<file path="config.mk">
export PLATFORM = sky130hd
export DESIGN_NAME = i3c_sdr_reader
export DESIGN_NICKNAME = d
export VERILOG_FILES = /design/src/rtl/i3c_rd_pkg.sv /design/src/rtl/i3c_rd_tick.sv /design/src/rtl/i3c_rd_shift.sv /design/src/rtl/i3c_rd_count.sv /design/src/rtl/i3c_sdr_reader.sv
export SDC_FILE = /design/constraint.sdc
export NUM_CORES = 1
export LEC_CHECK = 0
export BUFFER_PORTS_ARGS = -buffer_cell sky130_fd_sc_hd__clkbuf_2
export CAP_MARGIN = 20
export CORE_AREA = 10 10 114 95
export DETAILED_ROUTE_END_ITERATION = 10
export DIE_AREA = 0 0 124 105
export GPL_TIMING_DRIVEN = 0
export SETUP_SLACK_MARGIN = 0.2
export SLEW_MARGIN = 25
export SYNTH_ARGS = -nofsm -noshare
export SYNTH_HDL_FRONTEND = slang
export SYNTH_SLANG_ARGS = --single-unit
</file>
<file path="constraint.sdc">
create_clock -name clk -period 6 [get_ports clk]
set_clock_uncertainty 0.1 [all_clocks]
set_input_delay 0.9 -clock clk [delete_from_list [all_inputs] [get_ports clk]]
set_output_delay 0.9 -clock clk [all_outputs]
set_load 0.05 [all_outputs]
</file>
<file path="src/rtl/i3c_rd_pkg.sv">
package i3c_rd_pkg;

  localparam logic [6:0] BCAST_ADDR = 7'h7E;

  // one phase of a bus symbol; each lasts one divider period
  typedef enum logic [3:0] {
    ST_IDLE, ST_START, ST_LO, ST_HI,
    ST_SR_LO, ST_SR_HI, ST_SR_FALL, ST_ABORT,
    ST_SP_LO, ST_SP_HI, ST_SP_REL
  } rd_state_t;

  // which field the current bit belongs to
  typedef enum logic [2:0] {
    SG_HDR, SG_HACK, SG_ADR, SG_AACK, SG_DATA, SG_TBIT
  } rd_seg_t;

  typedef struct packed {
    logic scl;
    logic oe;
    logic o;
  } pin_t;

  function automatic pin_t pins_for(rd_state_t st, rd_seg_t sg,
                                    logic [2:0] b, logic [6:0] a);
    logic [7:0] hb;
    logic [7:0] ab;
    pin_t p;
    hb = {BCAST_ADDR, 1'b0};
    ab = {a, 1'b1};
    p = '{scl: 1'b1, oe: 1'b0, o: 1'b1};
    case (st)
      ST_START, ST_SR_FALL, ST_ABORT, ST_SP_HI: p = '{scl: 1'b1, oe: 1'b1, o: 1'b0};
      ST_SP_LO:                              p = '{scl: 1'b0, oe: 1'b1, o: 1'b0};
      ST_SR_LO:                              p = '{scl: 1'b0, oe: 1'b0, o: 1'b1};
      ST_LO, ST_HI: begin
        p.scl = (st == ST_HI);
        if (sg == SG_HDR) begin
          p.oe = 1'b1;
          p.o  = hb[3'd7 - b];
        end else if (sg == SG_ADR) begin
          p.oe = 1'b1;
          p.o  = ab[3'd7 - b];
        end
      end
      default: p = '{scl: 1'b1, oe: 1'b0, o: 1'b1};
    endcase
    return p;
  endfunction

endpackage

</file>
<file path="src/rtl/i3c_rd_tick.sv">
module i3c_rd_tick #(
  parameter int HALF = 4
) (
  input  logic clk,
  input  logic rst,
  input  logic run,
  output logic tick
);
  localparam int TW = (HALF > 1) ? $clog2(HALF) : 1;
  localparam logic [TW-1:0] LAST = TW'(HALF - 1);

  logic [TW-1:0] cnt_q;

  always_ff @(posedge clk) begin
    if (rst || !run)     cnt_q <= '0;
    else if (cnt_q == LAST) cnt_q <= '0;
    else                 cnt_q <= cnt_q + 1'b1;
  end

  assign tick = run && (cnt_q == LAST);

endmodule

</file>
<file path="src/rtl/i3c_rd_shift.sv">
module i3c_rd_shift (
  input  logic       clk,
  input  logic       rst,
  input  logic       shift_en,
  input  logic       bit_in,
  output logic [7:0] byte_nxt
);
  logic [7:0] sh_q;

  always_ff @(posedge clk) begin
    if (rst)           sh_q <= '0;
    else if (shift_en) sh_q <= byte_nxt;
  end

  assign byte_nxt = {sh_q[6:0], bit_in};

endmodule

</file>
<file path="src/rtl/i3c_rd_count.sv">
module i3c_rd_count #(
  parameter int CNT_W = 8
) (
  input  logic             clk,
  input  logic             rst,
  input  logic             clr,
  input  logic [CNT_W-1:0] limit,
  input  logic             inc,
  output logic             last
);
  logic [CNT_W-1:0] cnt_q;
  logic [CNT_W-1:0] lim_q;

  always_ff @(posedge clk) begin
    if (rst) begin
      cnt_q <= '0;
      lim_q <= '0;
    end else if (clr) begin
      cnt_q <= '0;
      lim_q <= limit;
    end else if (inc) begin
      cnt_q <= cnt_q + 1'b1;
    end
  end

  // a zero limit is met after the first byte, so it behaves as one
  assign last = (cnt_q >= lim_q);


  cnt_no_wrap_chk: assert property (@(posedge clk) disable iff (rst)
    inc |-> (cnt_q != '1));

endmodule

</file>
<file path="src/rtl/i3c_sdr_reader.sv">
module i3c_sdr_reader
  import i3c_rd_pkg::*;
#(
  parameter int HALF  = 4,
  parameter int CNT_W = 8
) (
  input  logic             clk,
  input  logic             rst,
  input  logic             go,
  input  logic [6:0]       tgt_addr,
  input  logic [CNT_W-1:0] max_bytes,
  input  logic             sda_i,
  output logic             scl_o,
  output logic             sda_oe,
  output logic             sda_o,
  output logic [7:0]       rx_data,
  output logic             rx_valid,
  output logic             done,
  output logic             nack
);
  rd_state_t  state_q, state_n;
  rd_seg_t    seg_q, seg_n;
  logic [2:0] bit_q, bit_n;
  logic [6:0] addr_q;
  logic       ack_q, tbit_q;
  logic       tick, last, go_acc, sample, shift_en, byte_end;
  logic [7:0] byte_nxt;
  pin_t       pin_n;

  assign go_acc   = go && (state_q == ST_IDLE);
  assign sample   = tick && (state_q == ST_LO);
  assign shift_en = sample && (seg_q == SG_DATA);
  assign byte_end = shift_en && (bit_q == 3'd7);

  i3c_rd_tick #(.HALF(HALF)) u_tick (
    .clk(clk), .rst(rst), .run(state_q != ST_IDLE), .tick(tick));

  i3c_rd_shift u_shift (
    .clk(clk), .rst(rst), .shift_en(shift_en), .bit_in(sda_i), .byte_nxt(byte_nxt));

  i3c_rd_count #(.CNT_W(CNT_W)) u_count (
    .clk(clk), .rst(rst), .clr(go_acc), .limit(max_bytes),
    .inc(byte_end), .last(last));

  always_comb begin
    state_n = state_q;
    seg_n   = seg_q;
    bit_n   = bit_q;
    case (state_q)
      ST_IDLE:  if (go) state_n = ST_START;
      ST_START: if (tick) begin
        state_n = ST_LO;
        seg_n   = SG_HDR;
        bit_n   = '0;
      end
      ST_LO:    if (tick) state_n = ST_HI;
      ST_HI: if (tick) begin
        state_n = ST_LO;
        case (seg_q)
          SG_HDR, SG_ADR, SG_DATA: begin
            if (bit_q == 3'd7) begin
              bit_n = '0;
              seg_n = (seg_q == SG_HDR) ? SG_HACK :
                      (seg_q == SG_ADR) ? SG_AACK : SG_TBIT;
            end else begin
              bit_n = bit_q + 3'd1;
            end
          end
          SG_HACK: state_n = ack_q ? ST_SR_LO : ST_SP_LO;
          SG_AACK: begin
            if (ack_q) begin
              seg_n = SG_DATA;
              bit_n = '0;
            end else begin
              state_n = ST_SP_LO;
            end
          end
          default: begin
            if (!tbit_q)   state_n = ST_SP_LO;
            else if (last) state_n = ST_ABORT;
            else begin
              seg_n = SG_DATA;
              bit_n = '0;
            end
          end
        endcase
      end
      ST_SR_LO:   if (tick) state_n = ST_SR_HI;
      ST_SR_HI:   if (tick) state_n = ST_SR_FALL;
      ST_SR_FALL: if (tick) begin
        state_n = ST_LO;
        seg_n   = SG_ADR;
        bit_n   = '0;
      end
      ST_ABORT:   if (tick) state_n = ST_SP_LO;
      ST_SP_LO:   if (tick) state_n = ST_SP_HI;
      ST_SP_HI:   if (tick) state_n = ST_SP_REL;
      default:    if (tick) state_n = ST_IDLE;
    endcase
  end

  assign pin_n = pins_for(state_n, seg_n, bit_n, addr_q);

  always_ff @(posedge clk) begin
    if (rst) begin
      state_q  <= ST_IDLE;
      seg_q    <= SG_HDR;
      bit_q    <= '0;
      addr_q   <= '0;
      ack_q    <= 1'b0;
      tbit_q   <= 1'b0;
      scl_o    <= 1'b1;
      sda_oe   <= 1'b0;
      sda_o    <= 1'b1;
      rx_data  <= '0;
      rx_valid <= 1'b0;
      done     <= 1'b0;
      nack     <= 1'b0;
    end else begin
      state_q  <= state_n;
      seg_q    <= seg_n;
      bit_q    <= bit_n;
      scl_o    <= pin_n.scl;
      sda_oe   <= pin_n.oe;
      sda_o    <= pin_n.o;
      rx_valid <= byte_end;
      done     <= tick && (state_q == ST_SP_REL);
      if (go_acc) addr_q <= tgt_addr;
      if (sample && (seg_q == SG_HACK || seg_q == SG_AACK)) ack_q <= !sda_i;
      if (sample && seg_q == SG_TBIT) tbit_q <= sda_i;
      if (byte_end) rx_data <= byte_nxt;
      if (go_acc) nack <= 1'b0;
      else if (tick && state_q == ST_HI && !ack_q &&
               (seg_q == SG_HACK || seg_q == SG_AACK)) nack <= 1'b1;
    end
  end

  logic ctl_line;
  assign ctl_line = !(sda_oe && !sda_o);


  sda_edge_chk: assert property (@(posedge clk) disable iff (rst)
    (scl_o && $past(scl_o) && (ctl_line != $past(ctl_line)))
      |-> (state_q inside {ST_START, ST_SR_FALL, ST_ABORT, ST_SP_REL}));


  nack_hold_chk: assert property (@(posedge clk) disable iff (rst)
    (nack && !go) |=> nack);


  rx_pulse_chk: assert property (@(posedge clk) disable iff (rst)
    rx_valid |=> !rx_valid);


  abort_cause_chk: assert property (@(posedge clk) disable iff (rst)
    (state_q == ST_ABORT) |-> (last && tbit_q));


  done_pulse_chk: assert property (@(posedge clk) disable iff (rst)
    done |=> !done);


  go_ignored_chk: assert property (@(posedge clk) disable iff (rst)
    (state_q != ST_IDLE && go) |=> (addr_q == $past(addr_q)));

endmodule

</file>
=== Word-level counts from Yosys, hierarchy flattened ===
Memory sizes are Yosys's and may differ from the RTL's.
Index checks and enable logic that the tools add are counted.

* Memories: 1
* Input bits: 19
* Word-level logic and storage cells: 117
* Output and inout bits: 14
* Bits in registers: 58
* Memory bits (read-only): 8

* Add/sub/neg operators: 4
* $lt $le $gt $ge: 2
* Equal/unequal tests: 26
* Muxes and demuxes: 41
* Reductions and logical operators: 26

{| class="wikitable"
|+ Memory list
! memory !! words !! width !! rd ports !! clocked after Yosys merged registers in !! write ports !! line !! RTL
|-
| (no name shown) || 8 || 1 || 1 || 0 || 0 || i3c_rd_pkg.sv:39 || <nowiki>p.o = hb[3'd7 - b];</nowiki>
|}

{| class="wikitable"
|+ Operators with widths
! kind !! number
|-
| $mux W4 || 13
|-
| $mux W3 || 16
|-
| $pmux W4 S9 || 1
|-
| $eq A4 B3 Y1 const B || 7
|-
| $pmux W3 S3 || 3
|-
| $eq A4 B4 Y1 const B || 5
|-
| $eq A4 B2 Y1 const B || 4
|-
| $pmux W3 S4 || 1
|-
| $pmux W4 S3 || 1
|-
| $logic_and A1 B1 Y1 || 11
|-
| $eq A3 B2 Y1 const B || 3
|-
| $eq A3 B3 Y1 const B || 3
|-
| $add A8 B1 Y8 const B || 1
|-
| $eq A4 B1 Y1 const B || 2
|-
| $ge A8 B8 Y1 || 1
|-
| $reduce_or A2 Y1 || 4
|-
| $logic_not A3 Y1 || 2
|-
| $pmux W3 S2 || 1
|-
| $logic_not A4 Y1 || 1
|-
| $lt A3 B4 Y1 const B || 1
|-
| $mux W2 || 2
|-
| $reduce_bool A4 Y1 || 1
|-
| $reduce_or A4 Y1 || 1
|-
| $add A3 B1 Y3 const B || 1
|-
| 9 further kinds || 13
|}

=== Longest topological paths before layout ===
Gate-level depths: netlist of the first run.

* Depth after elaboration: 12
* Mapped depth: 10
* Depth with buffers taken out: 10

=== Hierarchy ===
A second synthesis of the first run with hierarchy kept.

* Cells, all modules: 340
* Area, all modules: 2909.0 um^2

{| class="wikitable"
|+ By module, submodules not included
! module !! cells an instance !! sequential area each (um^2) !! times used !! area each (um^2)
|-
| i3c_sdr_reader || 222 || 660.6 || 1 || 1751.7
|-
| i3c_rd_count || 89 || 320.3 || 1 || 815.8
|-
| i3c_rd_shift || 23 || 140.1 || 1 || 255.2
|-
| i3c_rd_tick || 6 || 40.0 || 1 || 86.3
|}

=== Worst setup path before layout of the first run ===
Ideal clock, no wire load.

* Path type: reg2reg
* Start point: register u_count.lim_q[6]
* End point: register sda_o
* Library setup time: 125 ps
* Required time: 5775 ps
* Path buffers: 0
* Clock period less this slack: 2815 ps
* Stages on the path, launching flop included: 11
* Arrival time: 2590 ps
* Slack: 3185 ps
* Cells stage by stage: dfxtp_1 > inv_1 > ha_1 > a21o_1 > a21o_1 > or4_4 > and2_4 > o32a_4 > mux2_1 > a22oi_2 > a31oi_1

* Word-level cells in the longest chain between the ends: 12
* Elaborated cells on any way between the ends: 36
* Those cells by class: 1 x add/sub; 1 x order compare; 9 x eq/ne; 21 x mux; 3 x reduce/logical; 1 x memory

{| class="wikitable"
|+ RTL lines
! element !! line !! RTL
|-
| from (decl) || i3c_rd_count.sv:12 || <nowiki>logic [CNT_W-1:0] lim_q;</nowiki>
|-
| from (signal assigned) || i3c_rd_count.sv:20 || <nowiki>lim_q <= limit;</nowiki>
|-
| $ge A8 B8 Y1 * || i3c_rd_count.sv:27 || <nowiki>assign last = (cnt_q >= lim_q);</nowiki>
|-
| $mux W3 || i3c_sdr_reader.sv:80 || <nowiki>else if (last) state_n = ST_ABORT;</nowiki>
|-
| $mux W3 || i3c_sdr_reader.sv:79 || <nowiki>if (!tbit_q) state_n = ST_SP_LO;</nowiki>
|-
| $pmux W3 S3 || i3c_sdr_reader.sv:59 || <nowiki>case (seg_q)</nowiki>
|-
| $mux W3 || i3c_sdr_reader.sv:57 || <nowiki>ST_HI: if (tick) begin</nowiki>
|-
| $pmux W3 S2 || i3c_sdr_reader.sv:49 || <nowiki>case (state_q)</nowiki>
|-
| $sub A3 B3 Y3 || i3c_rd_pkg.sv:39, i3c_rd_pkg.sv:42 ||
|-
| $bmux W1 S3 || i3c_rd_pkg.sv:42 || <nowiki>p.o = ab[3'd7 - b];</nowiki>
|-
| $mux W1 (not written as such) || i3c_rd_pkg.sv:42 ||
|-
| $mux W2 || i3c_rd_pkg.sv:40 || <nowiki>end else if (sg == SG_ADR) begin</nowiki>
|-
| $mux W2 || i3c_rd_pkg.sv:37 || <nowiki>if (sg == SG_HDR) begin</nowiki>
|-
| $pmux W3 S4 * || i3c_rd_pkg.sv:31 || <nowiki>case (st)</nowiki>
|-
| to (signal assigned) || i3c_sdr_reader.sv:125 || <nowiki>sda_o <= pin_n.o;</nowiki>
|-
| to (decl) || i3c_sdr_reader.sv:15 || <nowiki>output logic sda_o,</nowiki>
|}

Mark *: on every way between the ends. The rest lies on a longest branch, timed or not. The select of a mux whose other input is x is not followed.
A chain may end at the register's enable or synchronous reset.

=== Worst setup path after layout of the first run ===
Same ends and word-level chain as after synthesis.

==> results.md, run 1 <==
- Outcome: complete, no violations
- Synth top area share: 39.56%
- Register area share after synthesis: between 30% and 40%
- Core Box Area: between 8000 and 9000 sq um
- Post-CTS Hold Fix Bufs: 0
- Post-Syn Nets: between 300 and 400
- Post-synthesis sequential element count: 58
- Initial Util: 34.76%
- CTS tree: built
- R2R cell count: 10
- Synthesized instance count: 366
- Clock Latency Late Sink: 0.35 ns
- Area grow syn2layout: 17.90%
- WL met3: between 400 and 500 microns
- F_max: 0.3330 GHz
- Netlist cell types: 53
- CP Launch Type: register
- Post-synthesis area per instance: ~8.0 sq um
- Syn. warnings: 0
- Final Max Tran Viols: 0
- Worst Path Max Fanout: 5
- WHS: around 0.34 ns
- Ys async rst share: 0%
- Total number of vias: around 2800
- FF-to-FF setup slack: 3.00 ns
- Setup TNS Final: 0 ns
- Cell family with most CP delay: compound AO/OA/AOI/OAI gates
- Primary FF master, synth: dfxtp_1
- RSZ-0062 raised after global routing: no
- Die area: roughly 13000 sq um
- WL met1: around 3500 microns
- Maxcap violations: 0
- Grt total ovfl: 0
- Vias/cell: between 5 and 6
- Most used cell, CP: a21o_1
- Post-synth EDFFs: 0
- # setup viols final: 0
- Metal2 WL: about 3200 microns
- Pwr per Cell Area: about 250 nW/um^2
- Height of the die: about 110 microns
- Highest routed metal layer: met4
- CP max stage delay: approximately 0.57 ns
- Final Hold Fails: 0
- Post-CTS sizing: 0
- Htree depth: 3
- DR pass1 iterations: 5
- Nets: 440
- Worst-margin pin slew: around 0.77 ns
- R2R Path End: sda_o
- Number of cell rows: 30
- Tcrit/Tclk final: roughly half
- Ports: 33
- Yosys top cell by area: dfxtp_1
- Final Wtd Congestion: slightly below 0.9
- Crit Path Class: reg2reg
- CTS Buf Count: 9
- Cells along the critical path: inv_1 > ha_1 > a21o_1 > a21o_1 > or4_4 > and2_4 > o32a_4 > mux2_1 > a22oi_2 > a31oi_1
- Per-cell routed wire length: 14.10 microns
- Drt drc: 0
- Max_slew headroom: about half
- Worst-path clk slew: approximately 0.070 ns
- CTS root buf: clkbuf_8
- Initial antenna violation count: 0
- CP required: ~6.1 ns
- Cell area after synthesis: about 2900 sq um
- Tot GR Track Use: a little under an eighth
- Layout cells sized above 1: 14.73%
- Setup Fix Bufs, Post-CTS: 0
- Crit path time final: 3.003 ns
- # diodes: 0
- Arrival time at the worst endpoint: 3.13 ns
- Classification of the worst-slack hold path: reg2reg
- Hold EP: u_tick.cnt_q[0]
- Worst VDD drop: around 0.12 mV
- CP max-delay cell: or4_4
- Sink Count: a little under 60
- Worst setup EP type: register
- Final wirelength: between 7000 and 8000 microns
- Port Buf Inserts: 32
- Top area cells in the synthesized netlist: dfxtp_1 (40%), nand2_1 (8.6%), a21oi_1 (6.5%)
- Die width: about 120 microns
- Crit path buf inv count: 1
- Initial DRC count: around 120
- First-pass GRT wire length: roughly 13000 microns
- Remaining antenna violation count: 0
- Hold depth: 1
- DP HPWL: approximately 5500 microns
- Largest net degree at the start of global routing: 13
- Pleak: roughly 1.4 nW
- Vias in the first global route: between 2000 and 3000
- Reg-to-Reg Start: u_count.lim_q[6]
- Min-delay src: u_tick.cnt_q[0]
- Clock Path Buffers: 2
[worst max-delay path by stage]
stage	from	end	slack, ns	depth (start not counted)
after floorplan	u_count.lim_q[6]	sda_o	3.18	10
after detailed placement	u_count.lim_q[6]	sda_o	2.99	10
final	u_count.lim_q[6]	sda_o	3.00	10
after CTS	u_count.lim_q[6]	sda_o	2.97	10
after global routing	u_count.lim_q[6]	sda_o	2.89	10
after global placement	u_count.lim_q[6]	sda_o	3.02	10
[flip-flops by register name (all words and copies together), names as in the netlist, 2 cells and up]
signal,flops
bit_q,3
seg_q,3
rx_data,8
state_q,4
u_shift.sh_q,7
addr_q,7
u_count.lim_q,8
u_tick.cnt_q,2
u_count.cnt_q,8
[area by class of cell]
| cell class | count | area, sq um |
|---|---|---|
| clock inverter | 7 | 101.3 |
| buffer | 21 | 81.33 |
| inverter | 10 | 37.54 |
| multi-input combinational | 277 | 1655 |
| sequential | 58 | 1161 |
| clock buffer | 9 | 123.9 |
| tap | 112 | 140.1 |
| timing repair buffer | 32 | 160.2 |
| fill | 890 | 4985 |
[per-layer routing]
layer  GRT usage (%)  vias to the layer above
li1                -                     1355
met1           15.51                     1297
met2           17.01                       79
met3           3.389                       19
met4           6.240                        0
met5               0                        -
[worst reg2reg max path, cell delays in order (launching register included)]
cell and delay, ns:
dfxtp_1 0.33, inv_1 0.05, ha_1 0.30, a21o_1 0.19
a21o_1 0.18, or4_4 0.57, and2_4 0.18, o32a_4 0.39
mux2_1 0.34, a22oi_2 0.16, a31oi_1 0.10
[placed cells by master (no fill, tap or decap), types with 5 or more instances in the layout]
cell,n
inv_1,10
nor2b_1,7
a21oi_1,38
nand2b_1,6
ha_1,12
nor3_1,5
nand2_1,67
clkbuf_2,32
dfxtp_1,58
a31oi_1,6
o21ai_0,10
mux2i_1,9
nor2_1,37
nor3b_1,7
xor2_1,7
clkbuf_1,19
clkbuf_8,9
[synth_stat cells, drive strengths merged, types with 2 or more instances]
library cell   n
o21a           2
or2            2
a31oi          6
ha            12
nand2         67
or3            3
nor3           5
mux2i          9
buf            2
dfxtp         58
xnor2          2
a21o           4
mux2           2
nor4           3
nand3          4
and3           3
nor2          37
o211a          2
inv           10
a211oi         2
nand4b         2
o211ai         2
a22oi          5
clkbuf        19
nand4          4
a21oi         38
nor2b          7
nand2b         6
xor2           7
a21boi         2
and2           5
nor3b          7
nand3b         2
o21ai         10
[cells by family after synthesis]
group                      count (synthesis)  synth area share (%)
and+or+nand+nor                          162                 26.47
xor gates and xnor gates                   9                 2.686
AOI/OAI and AO/OA                         83                 18.29
adders and majority gates                 12                 5.115
DFF                                       58                 39.56
muxes                                     11                 3.836
buffers and inverters                     31                 4.050
[power breakdown]
group,total (mW),switching (mW),internal (mW)
Sequential,0.397,0.00393,0.393
Combinational,0.0524,0.0336,0.0188
Clock,0.413,0.177,0.236
Total,0.862,0.214,0.648
[through the flow]
stage	setup WS (ns)	utilization [%]	total power, mW	cells	area, sq um
finish	2.997	40.98	0.8621	526	3461
global route	2.888	40.98	0.8959	526	3461
CTS	2.969	40.98	0.8693	526	3461
detailed placement	2.990	38.31	0.4584	510	3236
global placement	3.023	38.31	0.4575	510	3236
floorplan	3.185	-	0.4390	366	2935
Power figures use the tool's default switching activity.
==> inputs of run 2 (changes only) <==
Clock period 6 ns to 2.55 ns, I/O delays scaled along.
==> results.md, run 2 (synthesized netlist as in run 1, its figures left out) <==
- Outcome: finished, violations left
- Most common cell after layout, fill and taps aside: nand2_1
- Vias/cell: roughly 5.1
- Worst-margin pin slew: between 0.5 and 0.6 ns
- Overall power: 2.021 mW
- Grt total ovfl: 0
- Ports: 33
- Htree depth: 3
- Classification of the worst-slack hold path: in2reg
- CTS Buf Count: 9
- Port Buf Inserts: 32
- CP Launch Type: register
- Largest net degree at the start of global routing: 12
- Final Hold Fails: 0
- Post-CTS Hold Fix Bufs: 0
- # setup viols final: 1
- Nets: 450
- Worst-path clk slew: around 0.070 ns
- Hold depth: 3
- Die area: 13020 sq um
- Total number of vias: ~2700
- Max_slew headroom: around three fifths
- Worst VDD drop: between 0.3 and 0.4 mV
- # diodes: 0
- First-pass GRT wire length: between 10000 and 15000 microns
- Final wirelength: between 7000 and 8000 microns
- DP Cell Count: around 500
- Pre-CTS WS: -0.2453 ns
- Area grow syn2layout: 29.03%
- Most frequent cells in the layout: nand2_1 (67), dfxtp_1 (44), clkbuf_2 (38), nor2_1 (35), a21oi_1 (33)
- Initial Util: between 30% and 40%
- Pleak: ~1.5 nW
- RSZ-0062 raised after global routing: yes
- R2R cell count: 9
- Clock Latency Late Sink: 0.35 ns
- Setup TNS Final: -0.1492 ns
- Number of cell rows: 30
- Height of the die: roughly 110 microns
- Maxcap violations: 0
- Biggest regs: rx_data x8, u_count.cnt_q x8, u_count.lim_q x8
- CTS root buf: clkbuf_8
- Vias in the first global route: 2683
- Per-cell routed wire length: approximately 15 microns
- Arrival time at the worst endpoint: about 2.8 ns
- Crit path time final: between 2 and 3 ns
- Tcrit/Tclk final: 105.8%
- Crit Path Class: reg2reg
- Layout Cells excl Fill: ~540
- Final Max Tran Viols: 0
- CP required: between 2 and 3 ns
- Worst setup EP type: register
- Layout cells sized above 1: 29.01%
- Core Box Area: approximately 8400 sq um
- Drt drc: 0
- Violated checks: setup timing
- Clock Path Buffers: 2
- F_max: 0.3705 GHz
- Initial antenna violation count: 0
- WHS: 0.1411 ns
- Setup slack after layout: -0.1492 ns
- DP HPWL: roughly 5500 microns
- Pwr per Cell Area: around 530 nW/um^2
- Sink Count: between 50 and 60
- Die width: between 100 and 150 microns
- Final Wtd Congestion: roughly 0.86
- FILL cells: about 850
- DR pass1 iterations: 4
- Remaining antenna violation count: 0
- CTS tree: built
- Worst Path Max Fanout: 5
- Tot GR Track Use: between 10 and 15%
- Initial DRC count: ~140
-- run 2: per-stage QoR --
stage	instance area, sq um	utilization (%)
floorplan	2939	-
global placement	3239	38.36
detailed placement	3239	38.36
CTS	3680	43.57
global route	3787	44.84
finish	3787	44.84
-- run 2: what timing repair did --
item                       CTS  global route
buffers inserted             7             3
gates resized for setup     45            32
hold endpoints to repair     0             0
setup endpoints to repair   33            30
pin swaps                   10             7
-- run 2: power breakdown --
| group | switching, mW | internal (mW) |
|---|---|---|
| Sequential | 0.0104 | 0.923 |
| Clock | 0.402 | 0.547 |
| Combinational | 0.0848 | 0.0539 |
| Total | 0.497 | 1.52 |
-- run 2: layout make-up --
cell class / instances / area [sq um] / share of cell area, %
plain buffers: 21 / 107.6 / 2.841
inverters: 10 / 37.54 / 0.9911
well taps: 112 / 140.1 / 3.700
flip-flops and latches: 58 / 1184 / 31.25
clock inverters: 7 / 93.84 / 2.478
clock buffers: 9 / 123.9 / 3.271
repair buffers: 42 / 239.0 / 6.310
multi-input cells: 277 / 1862 / 49.16
-- run 2: critical path: stages, from the launching register on --
cell and delay (ns):
dfxtp_4 0.36, ha_4 0.24, a21o_1 0.17, a21o_1 0.17, or4_4 0.44, and2_4 0.17, o32a_4 0.35, mux2_4 0.31
a22oi_2 0.16, a31oi_1 0.10
-- run 2: worst paths after layout --
| path | slack [ns] | end | startpoint |
|---|---|---|---|
| min | 0.14 | u_count.lim_q[0] | max_bytes[0] |
| max reg2reg | -0.15 | sda_o | u_count.cnt_q[6] |
| max | -0.15 | sda_o | u_count.cnt_q[6] |
| min reg2reg | 0.34 | u_tick.cnt_q[0] | u_tick.cnt_q[0] |
-- run 2: routing by layer --
metal / vias to the layer above / share of wire, % / GRT usage, %
met4: 0 / 0.95 / 4.269
met5: - / 0 / 0
met3: 7 / 6.4 / 3.819
met1: 1286 / 48 / 16.03
met2: 69 / 45 / 17.72
li1: 1382 / - / -
==> inputs of run 3 (changes only) <==
Settings changed: PLACE_DENSITY_LB_ADDON set to 0.25.
==> results.md, run 3 (synthesized netlist as in run 1, its figures left out) <==
- # setup viols final: 1
- Final Max Tran Viols: 0
- Worst-path clk slew: around 0.07 ns
- First-pass GRT wire length: roughly 14000 microns
- Height of the die: between 100 and 150 microns
- RSZ-0062 raised after global routing: yes
- Total number of vias: 2757
- Pwr per Cell Area: around 550 nW/um^2
- Tcrit/Tclk final: 105.3%
- Ports: 33
- Port Buf Inserts: 32
- Worst setup EP type: register
- Final wirelength: 8203 microns
- Worst VDD drop: ~0.35 mV
- Max_slew headroom: around 55%
- CTS tree: built
- DP Cell Count: just over 500
- Highest routed metal layer: met4
- Biggest regs: rx_data x8, u_count.cnt_q x8, u_count.lim_q x8
- Crit path time final: 2.684 ns
- Crit Path Class: reg2reg
- Vias in the first global route: around 2800
- Die width: 124 microns
- Layout cells sized above 1: between 30% and 40%
- Core Box Area: around 8400 sq um
- Classification of the worst-slack hold path: in2reg
- # diodes: 0
- CP required: between 2 and 3 ns
- Metal2 WL: 3695 microns
- Setup slack after layout: -0.1341 ns
- Post-CTS Hold Fix Bufs: 0
- Cells along the critical path: ha_4 > a21o_1 > a21o_1 > or4_4 > and2_4 > o32a_4 > mux2_4 > a22oi_2 > a31oi_1
- Initial DRC count: 180
- Initial Util: about a third
- Initial antenna violation count: 0
- CP max-delay cell: or4_4
- Number of cell rows: 30
- Drt drc: 0
- Final Hold Fails: 0
- Largest net degree at the start of global routing: 12
- Most used cell, CP: a21o_1
- Vias/cell: 5.096
- CP Launch Type: register
- WL met3: between 400 and 500 microns
- Tot GR Track Use: around an eighth
- Violated checks: setup timing
- Maxcap violations: 0
- Reg area: 1181 sq um
- DR pass1 iterations: 4
- Clock Latency Late Sink: around 0.34 ns
- Setup TNS Final: -0.1341 ns
- WL met1: ~4000 microns
- Clock Path Buffers: 2
- Area of the multi-input gates: around 1900 sq um
- Htree depth: 3
- Most common cell after layout, fill and taps aside: nand2_1
- FILL cells: 862
- DP HPWL: about 5500 microns
- Sink Count: slightly below 60
- Pleak: about 1.5 nW
- Die area: approximately 13000 sq um
- Final Wtd Congestion: 0.8834
- CTS Buf Count: 9
- Layout Cells excl Fill: about 540
- Remaining antenna violation count: 0
- Grt total ovfl: 0
- Worst-margin pin slew: 0.6644 ns
- CP max stage delay: roughly 0.45 ns
- Outcome: finished, violations left
- Per-cell routed wire length: 15.16 microns
- Area grow syn2layout: 33.04%
- F_max: around 0.37 GHz
- Worst Path Max Fanout: 5
- Nets: 455
- CTS root buf: clkbuf_8
- Most frequent cells in the layout: nand2_1 (66), dfxtp_1 (46), clkbuf_2 (40), nor2_1 (36), a21oi_1 (32)
- Arrival time at the worst endpoint: 2.80 ns
-- run 3: worst paths after layout --
| kind | endpoint | from | cells after the start | slack, ns |
|---|---|---|---|---|
| max | sda_o | u_count.cnt_q[6] | 9 | -0.13 |
| min | u_count.lim_q[2] | max_bytes[2] | 3 | 0.15 |
| max reg2reg | sda_o | u_count.cnt_q[6] | 9 | -0.13 |
| min reg2reg | addr_q[2] | addr_q[2] | 2 | 0.35 |
-- run 3: critical path, delay by kind of cell (launching register included) --
| kind | cells | cell delay [ns] |
|---|---|---|
| muxes | 1 | 0.31 |
| and+or+nand+nor | 2 | 0.62 |
| adders and majority gates | 1 | 0.21 |
| AOI/OAI and AO/OA | 5 | 0.94 |
| DFF | 1 | 0.38 |
-- run 3: through the flow --
| step | utilization (%) | instance area (sq um) | total power [mW] | setup slack [ns] | hold slack (ns) |
|---|---|---|---|---|---|
| 5_1_grt | 46.24 | 3905 | 2.228 | -0.2135 | 0.1381 |
| 4_1_cts | 44.37 | 3747 | 2.140 | -0.1206 | 0.1386 |
| 3_5_place_dp | 38.36 | 3239 | 1.080 | -0.2412 | 0.3286 |
| 6_report | 46.24 | 3905 | 2.130 | -0.1341 | 0.1525 |
| 3_3_place_gp | 38.36 | 3239 | 1.078 | -0.2332 | 0.3174 |
| 2_1_floorplan | - | 2939 | 1.034 | -0.04945 | 0.3072 |
-- run 3: report_power, final --
part | switching, mW | internal (mW)
Combinational | 0.0890 | 0.0634
Sequential | 0.0108 | 0.923
Clock | 0.397 | 0.647
Total | 0.497 | 1.63
-- run 3: cell type report --
class | instances | area share (%)
multi-input combinational | 277 | 48.38
timing repair buffer | 47 | 7.594
clock inverter | 7 | 3.012
tap | 112 | 3.589
inverter | 10 | 0.9612
buffer | 21 | 3.044
clock buffer | 9 | 3.172
sequential | 58 | 30.25
-- run 3: routing by layer --
layer | track usage, % | up-vias
met4 | 3.695 | 0
li1 | - | 1394
met1 | 17.59 | 1294
met3 | 3.927 | 9
met2 | 19.15 | 60
met5 | 0 | -
-- run 3: what timing repair did --
action                     in CTS  in global routing
pin swaps                      10                 14
hold endpoints to repair        0                  0
cloned                          0                  1
buffers inserted               11                  3
setup endpoints to repair      33                 34
gates resized for setup        48                 43
